### config.mk
export PLATFORM = sky130hd
export DESIGN_NAME = pwo_bridge
export DESIGN_NICKNAME = d
export VERILOG_FILES = /design/src/rtl/pwo_pkg.sv /design/src/rtl/pwo_fifo.sv /design/src/rtl/pwo_drain.sv /design/src/rtl/pwo_rd_ctrl.sv /design/src/rtl/pwo_bridge.sv
export SDC_FILE = /design/constraint.sdc
export NUM_CORES = 1
export LEC_CHECK = 0
export BUFFER_PORTS_ARGS = -buffer_cell sky130_fd_sc_hd__buf_2
export CAP_MARGIN = 10
export CORE_UTILIZATION = 35
export CTS_CLUSTER_SIZE = 8
export DETAILED_ROUTE_END_ITERATION = 10
export GPL_ROUTABILITY_DRIVEN = 0
export PLACE_DENSITY = 0.62
export SETUP_SLACK_MARGIN = 0.4
export SYNTH_ARGS = -nofsm -noshare
export SYNTH_HDL_FRONTEND = slang
export SYNTH_SLANG_ARGS = --single-unit
### constraint.sdc
create_clock -name clk -period 12.5 [get_ports clk]
set_input_delay 2.5 -clock clk [delete_from_list [all_inputs] [get_ports clk]]
set_output_delay 2.5 -clock clk [all_outputs]
set_load 0.05 [all_outputs]
### src/rtl/pwo_pkg.sv
package pwo_pkg;
    parameter int unsigned ADDR_W = 32;
    parameter int unsigned DATA_W = 32;

    typedef struct packed {
        logic [ADDR_W-1:0] addr;
        logic [DATA_W-1:0] data;
    } post_entry_t;

    typedef enum logic [1:0] {RD_IDLE, RD_TERM, RD_WAIT} rd_state_e;
    typedef enum logic [1:0] {RSP_NONE, RSP_STOP, RSP_TRDY} rd_rsp_e;

    // Answer to a read sampled in the idle state.
    function automatic rd_rsp_e pick_rsp(input logic order_en, input logic retry,
                                         input logic flush_done, input logic q_empty);
        if (!order_en)      return RSP_TRDY;
        else if (retry)     return flush_done ? RSP_TRDY : RSP_STOP;
        else if (!q_empty)  return RSP_STOP;
        else                return RSP_TRDY;
    endfunction
endpackage

### src/rtl/pwo_fifo.sv
module pwo_fifo
    import pwo_pkg::*;
#(
    parameter int unsigned DEPTH = 8,
    localparam int unsigned PW = (DEPTH > 1) ? $clog2(DEPTH) : 1,
    localparam int unsigned CW = $clog2(DEPTH + 1)
) (
    input  logic        clk,
    input  logic        rst,
    input  logic        push,
    input  post_entry_t push_entry,
    input  logic        pop,
    output post_entry_t head,
    output logic        empty,
    output logic        full,
    output logic [CW-1:0] count
);
    post_entry_t mem [DEPTH];
    logic [PW-1:0] wptr, rptr;
    logic [PW-1:0] wptr_nx, rptr_nx;

    generate
        if ((1 << PW) == DEPTH) begin : g_pow2
            assign wptr_nx = wptr + PW'(1);
            assign rptr_nx = rptr + PW'(1);
        end else begin : g_wrap
            assign wptr_nx = (wptr == PW'(DEPTH - 1)) ? '0 : wptr + PW'(1);
            assign rptr_nx = (rptr == PW'(DEPTH - 1)) ? '0 : rptr + PW'(1);
        end
    endgenerate

    always_ff @(posedge clk) begin
        if (push) mem[wptr] <= push_entry;
    end

    always_ff @(posedge clk) begin
        if (rst) begin
            wptr  <= '0;
            rptr  <= '0;
            count <= '0;
        end else begin
            if (push) wptr <= wptr_nx;
            if (pop)  rptr <= rptr_nx;
            case ({push, pop})
                2'b10:   count <= count + CW'(1);
                2'b01:   count <= count - CW'(1);
                default: count <= count;
            endcase
        end
    end

    assign head  = mem[rptr];
    assign empty = (count == '0);
    assign full  = (count == CW'(DEPTH));

    assert_fill_step_R1: assert property (@(posedge clk) disable iff (rst)
        (push && !pop) |=> (count == $past(count) + CW'(1)));
    assert_no_overflow_R1: assert property (@(posedge clk) disable iff (rst)
        count <= CW'(DEPTH));
endmodule

### src/rtl/pwo_drain.sv
module pwo_drain
    import pwo_pkg::*;
(
    input  logic              clk,
    input  logic              rst,
    input  logic              q_empty,
    input  post_entry_t       head,
    input  logic              out_ready,
    output logic              out_valid,
    output logic [ADDR_W-1:0] out_addr,
    output logic [DATA_W-1:0] out_data,
    output logic              pop
);
    assign out_valid = !q_empty;
    assign out_addr  = head.addr;
    assign out_data  = head.data;
    assign pop       = out_valid && out_ready;

    assert_hold_while_stalled_R3: assert property (@(posedge clk) disable iff (rst)
        (out_valid && !out_ready) |=> (out_valid && $stable(out_addr) && $stable(out_data)));
endmodule

### src/rtl/pwo_rd_ctrl.sv
module pwo_rd_ctrl
    import pwo_pkg::*;
#(
    parameter int unsigned CW = 4
) (
    input  logic          clk,
    input  logic          rst,
    input  logic          order_en,
    input  logic          rd_req,
    input  logic          q_empty,
    input  logic [CW-1:0] q_count,
    input  logic          pop,
    output logic          stop_n,
    output logic          trdy_n,
    output logic          flush_busy
);
    rd_state_e     state;
    rd_rsp_e       rsp;
    logic          retry;
    logic [CW-1:0] drain_left;

    always_comb rsp = pick_rsp(order_en, retry, drain_left == '0, q_empty);

    always_ff @(posedge clk) begin
        if (rst) begin
            state      <= RD_IDLE;
            stop_n     <= 1'b1;
            trdy_n     <= 1'b1;
            retry      <= 1'b0;
            drain_left <= '0;
        end else begin
            stop_n <= 1'b1;
            trdy_n <= 1'b1;
            if (pop && drain_left != '0) drain_left <= drain_left - CW'(1);
            case (state)
                RD_IDLE: if (rd_req) begin
                    state <= RD_TERM;
                    if (rsp == RSP_STOP) begin
                        stop_n <= 1'b0;
                        if (!retry) begin
                            retry      <= 1'b1;
                            drain_left <= q_count - CW'(pop);
                        end
                    end else begin
                        trdy_n <= 1'b0;
                        retry  <= 1'b0;
                    end
                end
                RD_TERM: state <= rd_req ? RD_WAIT : RD_IDLE;
                default: if (!rd_req) state <= RD_IDLE;
            endcase
        end
    end

    assign flush_busy = (drain_left != '0);

    assert_never_both_R8: assert property (@(posedge clk) disable iff (rst)
        !(!stop_n && !trdy_n));
    assert_pulse_ends_R8: assert property (@(posedge clk) disable iff (rst)
        (!stop_n || !trdy_n) |=> (stop_n && trdy_n));
    assert_no_stop_when_off_R6: assert property (@(posedge clk) disable iff (rst)
        $fell(stop_n) |-> $past(order_en));
    assert_flush_ends_on_pop_R9: assert property (@(posedge clk) disable iff (rst)
        $fell(flush_busy) |-> $past(pop));
endmodule

### src/rtl/pwo_bridge.sv
module pwo_bridge
    import pwo_pkg::*;
#(
    parameter int unsigned DEPTH = 8,
    localparam int unsigned CW = $clog2(DEPTH + 1)
) (
    input  logic              clk,
    input  logic              rst,
    input  logic              cfg_order_en,
    input  logic              cpu_wr_valid,
    input  logic [ADDR_W-1:0] cpu_wr_addr,
    input  logic [DATA_W-1:0] cpu_wr_data,
    output logic              cpu_wr_ready,
    output logic              out_valid,
    input  logic              out_ready,
    output logic [ADDR_W-1:0] out_addr,
    output logic [DATA_W-1:0] out_data,
    input  logic              rd_req,
    output logic              stop_n,
    output logic              trdy_n,
    output logic              flush_busy
);
    post_entry_t   in_entry, head;
    logic          q_empty, q_full, push, pop;
    logic [CW-1:0] q_count;

    assign in_entry     = '{addr: cpu_wr_addr, data: cpu_wr_data};
    assign cpu_wr_ready = !q_full;
    assign push         = cpu_wr_valid && cpu_wr_ready;

    pwo_fifo #(.DEPTH(DEPTH)) u_fifo (
        .clk(clk), .rst(rst), .push(push), .push_entry(in_entry), .pop(pop),
        .head(head), .empty(q_empty), .full(q_full), .count(q_count)
    );

    pwo_drain u_drain (
        .clk(clk), .rst(rst), .q_empty(q_empty), .head(head), .out_ready(out_ready),
        .out_valid(out_valid), .out_addr(out_addr), .out_data(out_data), .pop(pop)
    );

    pwo_rd_ctrl #(.CW(CW)) u_rd (
        .clk(clk), .rst(rst), .order_en(cfg_order_en), .rd_req(rd_req),
        .q_empty(q_empty), .q_count(q_count), .pop(pop),
        .stop_n(stop_n), .trdy_n(trdy_n), .flush_busy(flush_busy)
    );
endmodule

After elaboration in Yosys (flattened, before gate mapping)
Memory sizes are Yosys's and may differ from the RTL's. A register that Yosys moved wholly into a read port is not among the register bits.
Index checks and enable logic that the tools add are counted.
{"block": "word_totals", "regBits": 19, "mem_bits_rw": 512, "elab_cells": 57, "mem_count": 1}
{"memory": "u_fifo.mem", "depth": 8, "word_bits": 64, "read_ports": 1, "rd_clocked_by_memory_dff": 1, "write_ports": 1, "line_no": "pwo_fifo.sv:18", "rtl": "post_entry_t mem [DEPTH];"}
{"block": "classes", "n_addsub": 6, "n_eq_ne": 7, "muxes": 20, "bitwise": 2, "reduce_logical": 13}
{"op": "two-way mux 4 bit", "n": 5}
{"op": "two-way mux 2 bit", "n": 7}
{"op": "logical NOT 4 bit", "n": 2}
{"op": "one-hot mux 4 bit (2 select lines)", "n": 1}
{"op": "subtractor 4 x 1 -> 4 bit, second input constant", "n": 2}
{"op": "adder 3 x 1 -> 3 bit, second input constant", "n": 2}
{"op": "equality test 2 x 1 -> 1 bit, second input constant", "n": 3}
{"op": "two-way mux 3 bit", "n": 2}
{"op": "adder 4 x 1 -> 4 bit, second input constant", "n": 1}
{"op": "equality test 4 bit, second input constant", "n": 1}
{"op": "two-way mux 1 bit", "n": 4}
{"op": "one-hot mux 2 bit (2 select lines)", "n": 1}
{"op": "AND reduction 2 bit", "n": 2}
{"op": "nonzero test 4 bit", "n": 1}
{"op": "subtractor 4 x 1 -> 4 bit", "n": 1}
{"op": "logical AND 1 bit", "n": 3}
{"op": "!= test 3 x 1 -> 1 bit, second input constant", "n": 1}
{"op": "OR reduction 3 bit", "n": 1}
{"op": "equality test 2 bit, second input constant", "n": 1}
{"op": "logical NOT 1 bit", "n": 2}
{"op": "logical NOT 2 bit", "n": 1}
{"op": "!= test 2 bit, second input constant", "n": 1}
{"op": "inverter 1 bit", "n": 2}
{"op": "nonzero test 2 bit", "n": 1}

Longest topological paths before layout
{"block": "depth", "ltp_word": 9, "depth_mapped": 10, "depth_no_buf": 9}

Hierarchy
From an unflattened synthesis, not the netlist that was laid out.
{"block": "hier_totals", "cells_unflattened": 940, "area_unflattened_um2": 20868.8}
{"module": "pwo_fifo", "n_inst": 1, "cells_per_inst": 811, "area_per_inst_um2": 19836.5, "seq_area_each_um2": 15635.0}
{"module": "pwo_rd_ctrl", "n_inst": 1, "cells_per_inst": 61, "area_per_inst_um2": 531.8, "seq_area_each_um2": 180.2}
{"module": "pwo_drain", "n_inst": 1, "cells_per_inst": 66, "area_per_inst_um2": 490.5, "seq_area_each_um2": 0.0}
{"module": "pwo_bridge", "n_inst": 1, "cells_per_inst": 2, "area_per_inst_um2": 10.0, "seq_area_each_um2": 0.0}

Worst setup path before layout
Ideal clock, no wire load.
{"block": "synth_path", "kind": "input -> register", "from": "in cpu_wr_valid", "to": "mem u_fifo.mem[0][0] in the netlist's numbering, enable pin", "arrival_time_ns": 8.690, "required_time_ns": 11.856, "setup_slack_ns": 3.166, "path_stages": 2, "cell_sequence": "nand2_2 nor4_1"}
{"block": "synth_via", "elab_chain_cells": 3}
{"item": "start, declared", "line_no": "pwo_bridge.sv:10", "rtl": "input logic cpu_wr_valid,"}
{"item": "logical AND 1 bit", "line_no": "pwo_bridge.sv:29", "rtl": "assign push = cpu_wr_valid && cpu_wr_ready;"}
{"item": "two-way mux 1 bit", "line_no": "pwo_fifo.sv:33", "rtl": "if (push) mem[wptr] <= push_entry;"}
{"item": "two-way mux 1 bit (implied by the code)", "line_no": "pwo_fifo.sv:33"}
{"item": "end, declared", "line_no": "pwo_fifo.sv:18"}
Every way passes these cells.

==> flow_metrics.tcl <==
set metrics [dict create \
    yosys_warnings 0 \
    p_per_area_mw_per_mm2 220 \
    clk_pin_slew_ps 50 \
    vias 9256 \
    synth_edf_count 512 \
    grtUsageTotal 0.143 \
    clock_skew_ps 16.2 \
    worstPathRequired_ps 10000 \
    status "complete, no violations" \
    period_minus_slack_ps 6170 \
    antenna_found_initial 9 \
    die_y_um 243 \
    nNetsFinal 1147 \
    placementRows 87 \
    endpoint_kind "primary output" \
    grt_max_degree 60 \
    cts_tree "done" \
    grt_pass1_wl_um 62400 \
    syn-num-nets 948 \
    setup_tns_ps 0 \
    layout_common_cells "512 x edfxtp_1, 138 x buf_2, 128 x mux4_2, 81 x clkbuf_16, 64 x mux2_2" \
    p_seq_frac 0.407 \
    drc 0 \
    final_core_util 0.424 \
    final_common_cell "edfxtp_1" \
    grt_pass1_vias 10100 \
    p_leak_nw 7.70 \
    synthArstFlopShare 0 \
    slew_violations 0 \
    cp_max_fo 59 \
    ys.flop_type "edfxtp_1" \
    cts_buffers 77 \
    hold_buffers 0 \
    startpoint_type "register" \
    rsz0062_at_grt "no" \
    avgViaCountPerCell 5.01 \
    hpwlAfterDp_um 21300 \
    overflow 0 \
    post-route-period-util 0.494 \
    postSynthCellCount 869 \
    initial_core_util 0.357 \
    ys_seq_elements 534 \
    die_area_mm2 0.0589 \
    yosysSeqAreaShare 0.780 \
    drt_first_pass_iters 5 \
    clockBufferDepth 3 \
    syn_area_mm2 0.0203 \
    worstSetupPathType "reg2out" \
    avgSynthCellArea_um2 23.3 \
    finalHoldViolCount 0 \
    setup_viol 0 \
    clkPwrFrac 0.348 \
    cts_resized 0 \
    numPortBuffers 138 \
    p_sw_mw 1.57 \
    wl_per_cell_um 22.2 \
    p_sw_frac 0.296 \
    p_int_mw 3.73 \
    ios 139 \
    ant_nets 0 \
    post_cts_buffers 0 \
    area_growth_pct 18.9 \
    clkSinkCount 534 \
    root_buffer "clkbuf_16" \
    drv_cap 0 \
    detail_route.iter0.violations 508 \
    cts_htree_levels 3 \
    core_area_mm2 0.0568 \
    drive_above_1_share 0.415 \
    insertion_delay_ps 590 \
    hp-class "reg2reg" \
    worstMarginPinSlew_ps 1130 \
    fp.dieW_um 243 \
    cp.arrival_ps 3670 \
    ys_types 36 \
    routed_wl_um 41100 \
    relSlewSlack 0.248 \
    timing.fmax_mhz 162 \
    ir_drop_v 0.000198 \
    p_comb_frac 0.245 \
]
[worst max-delay path: stages, from the launching register on]
cell and delay (ps):
dfxtp_4 520, buf_4 740, buf_4 750, mux4_2 420, mux2_2 300, buf_2 220
[Yosys cell counts, drive strengths merged (3+ instances only)]
master / count / area, um^2
a21oi: 8 / 40.0
a221oi: 3 / 26.3
buf: 18 / 87.6
clkbuf: 21 / 78.8
dfxtp: 22 / 440
edfxtp: 512 / 15400
ha: 8 / 100
inv: 8 / 30.0
mux2: 64 / 721
mux4: 128 / 2880
nand2: 10 / 40.0
nand2b: 4 / 25.0
nand3: 4 / 20.0
nor2: 20 / 75.1
nor3: 5 / 25.0
nor3b: 4 / 30.0
nor4: 3 / 18.8
o21ai: 5 / 25.0
xor2: 7 / 61.3
[flip-flops by register name, indices dropped and copies added (netlist names), named ones only]
register         cells
u_rd.state           2
u_rd.drain_left      4
u_rd.trdy_n          1
u_fifo.mem         512
u_rd.stop_n          1
u_fifo.wptr          3
u_fifo.rptr          3
u_rd.retry           1
u_fifo.count         4
[stage by stage]
step | instances | cell area (um^2) | worst slack, ps | total power, mW | hold slack [ps]
floorplan | 869 | 20300 | 3170 | 3.23 | 454
global placement | 1745 | 22000 | 6860 | 3.51 | 485
detailed placement | 1745 | 22000 | 6870 | 3.52 | 496
CTS | 1846 | 24100 | 6210 | 5.40 | 502
global route | 1846 | 24100 | 6060 | 5.52 | 549
finish | 1849 | 24100 | 6330 | 5.30 | 498
[final timing paths]
kind                        start         endpoint  slack [ps]  cells past startpoint
setup / recovery         register     out_addr[15]        6330                      5
hold / removal      u_rd.state[1]    u_rd.state[1]         500                      2
setup reg to reg  u_fifo.count[3]  u_fifo.count[3]        9700                      8
hold reg to reg     u_rd.state[1]    u_rd.state[1]         500                      2
[final cells by class]
type,count,area [um^2]
Antenna cell,3,7.51
Clock buffer,96,2090
Sequential cell,534,15800
Timing Repair Buffer,159,848
Multi-Input combinational cell,288,4310
Clock inverter,5,48.8
Tap cell,756,946
Fill cell,4955,32700
Inverter,8,30.0
[layer usage]
metal  share of wire  global-route usage
met3           0.050              0.0386
met5          0.0017                   0
met4           0.022              0.0466
met2            0.50               0.240
met1            0.43               0.180
[power groups by stage]
stage          registers [mW]  logic [mW]  clock network [mW]
6_report                 2.16        1.30                1.85
5_1_grt                  2.17        1.38                1.96
4_1_cts                  2.16        1.33                1.91
3_5_place_dp             2.19        1.32                   0
3_3_place_gp             2.19        1.32                   0
2_1_floorplan            2.15        1.08                   0
[logic make-up after synthesis]
| group | share of synthesized area |
|---|---|
| adder cells (fa/ha/maj) | 0.00593 |
| buffers and inverters | 0.00969 |
| AO/OA/AOI/OAI | 0.00772 |
| XOR/XNOR | 0.00389 |
| flip-flops | 0.780 |
| multiplexers | 0.178 |
| AND/OR/NAND/NOR | 0.0148 |
(Power assumes the default switching activity.)
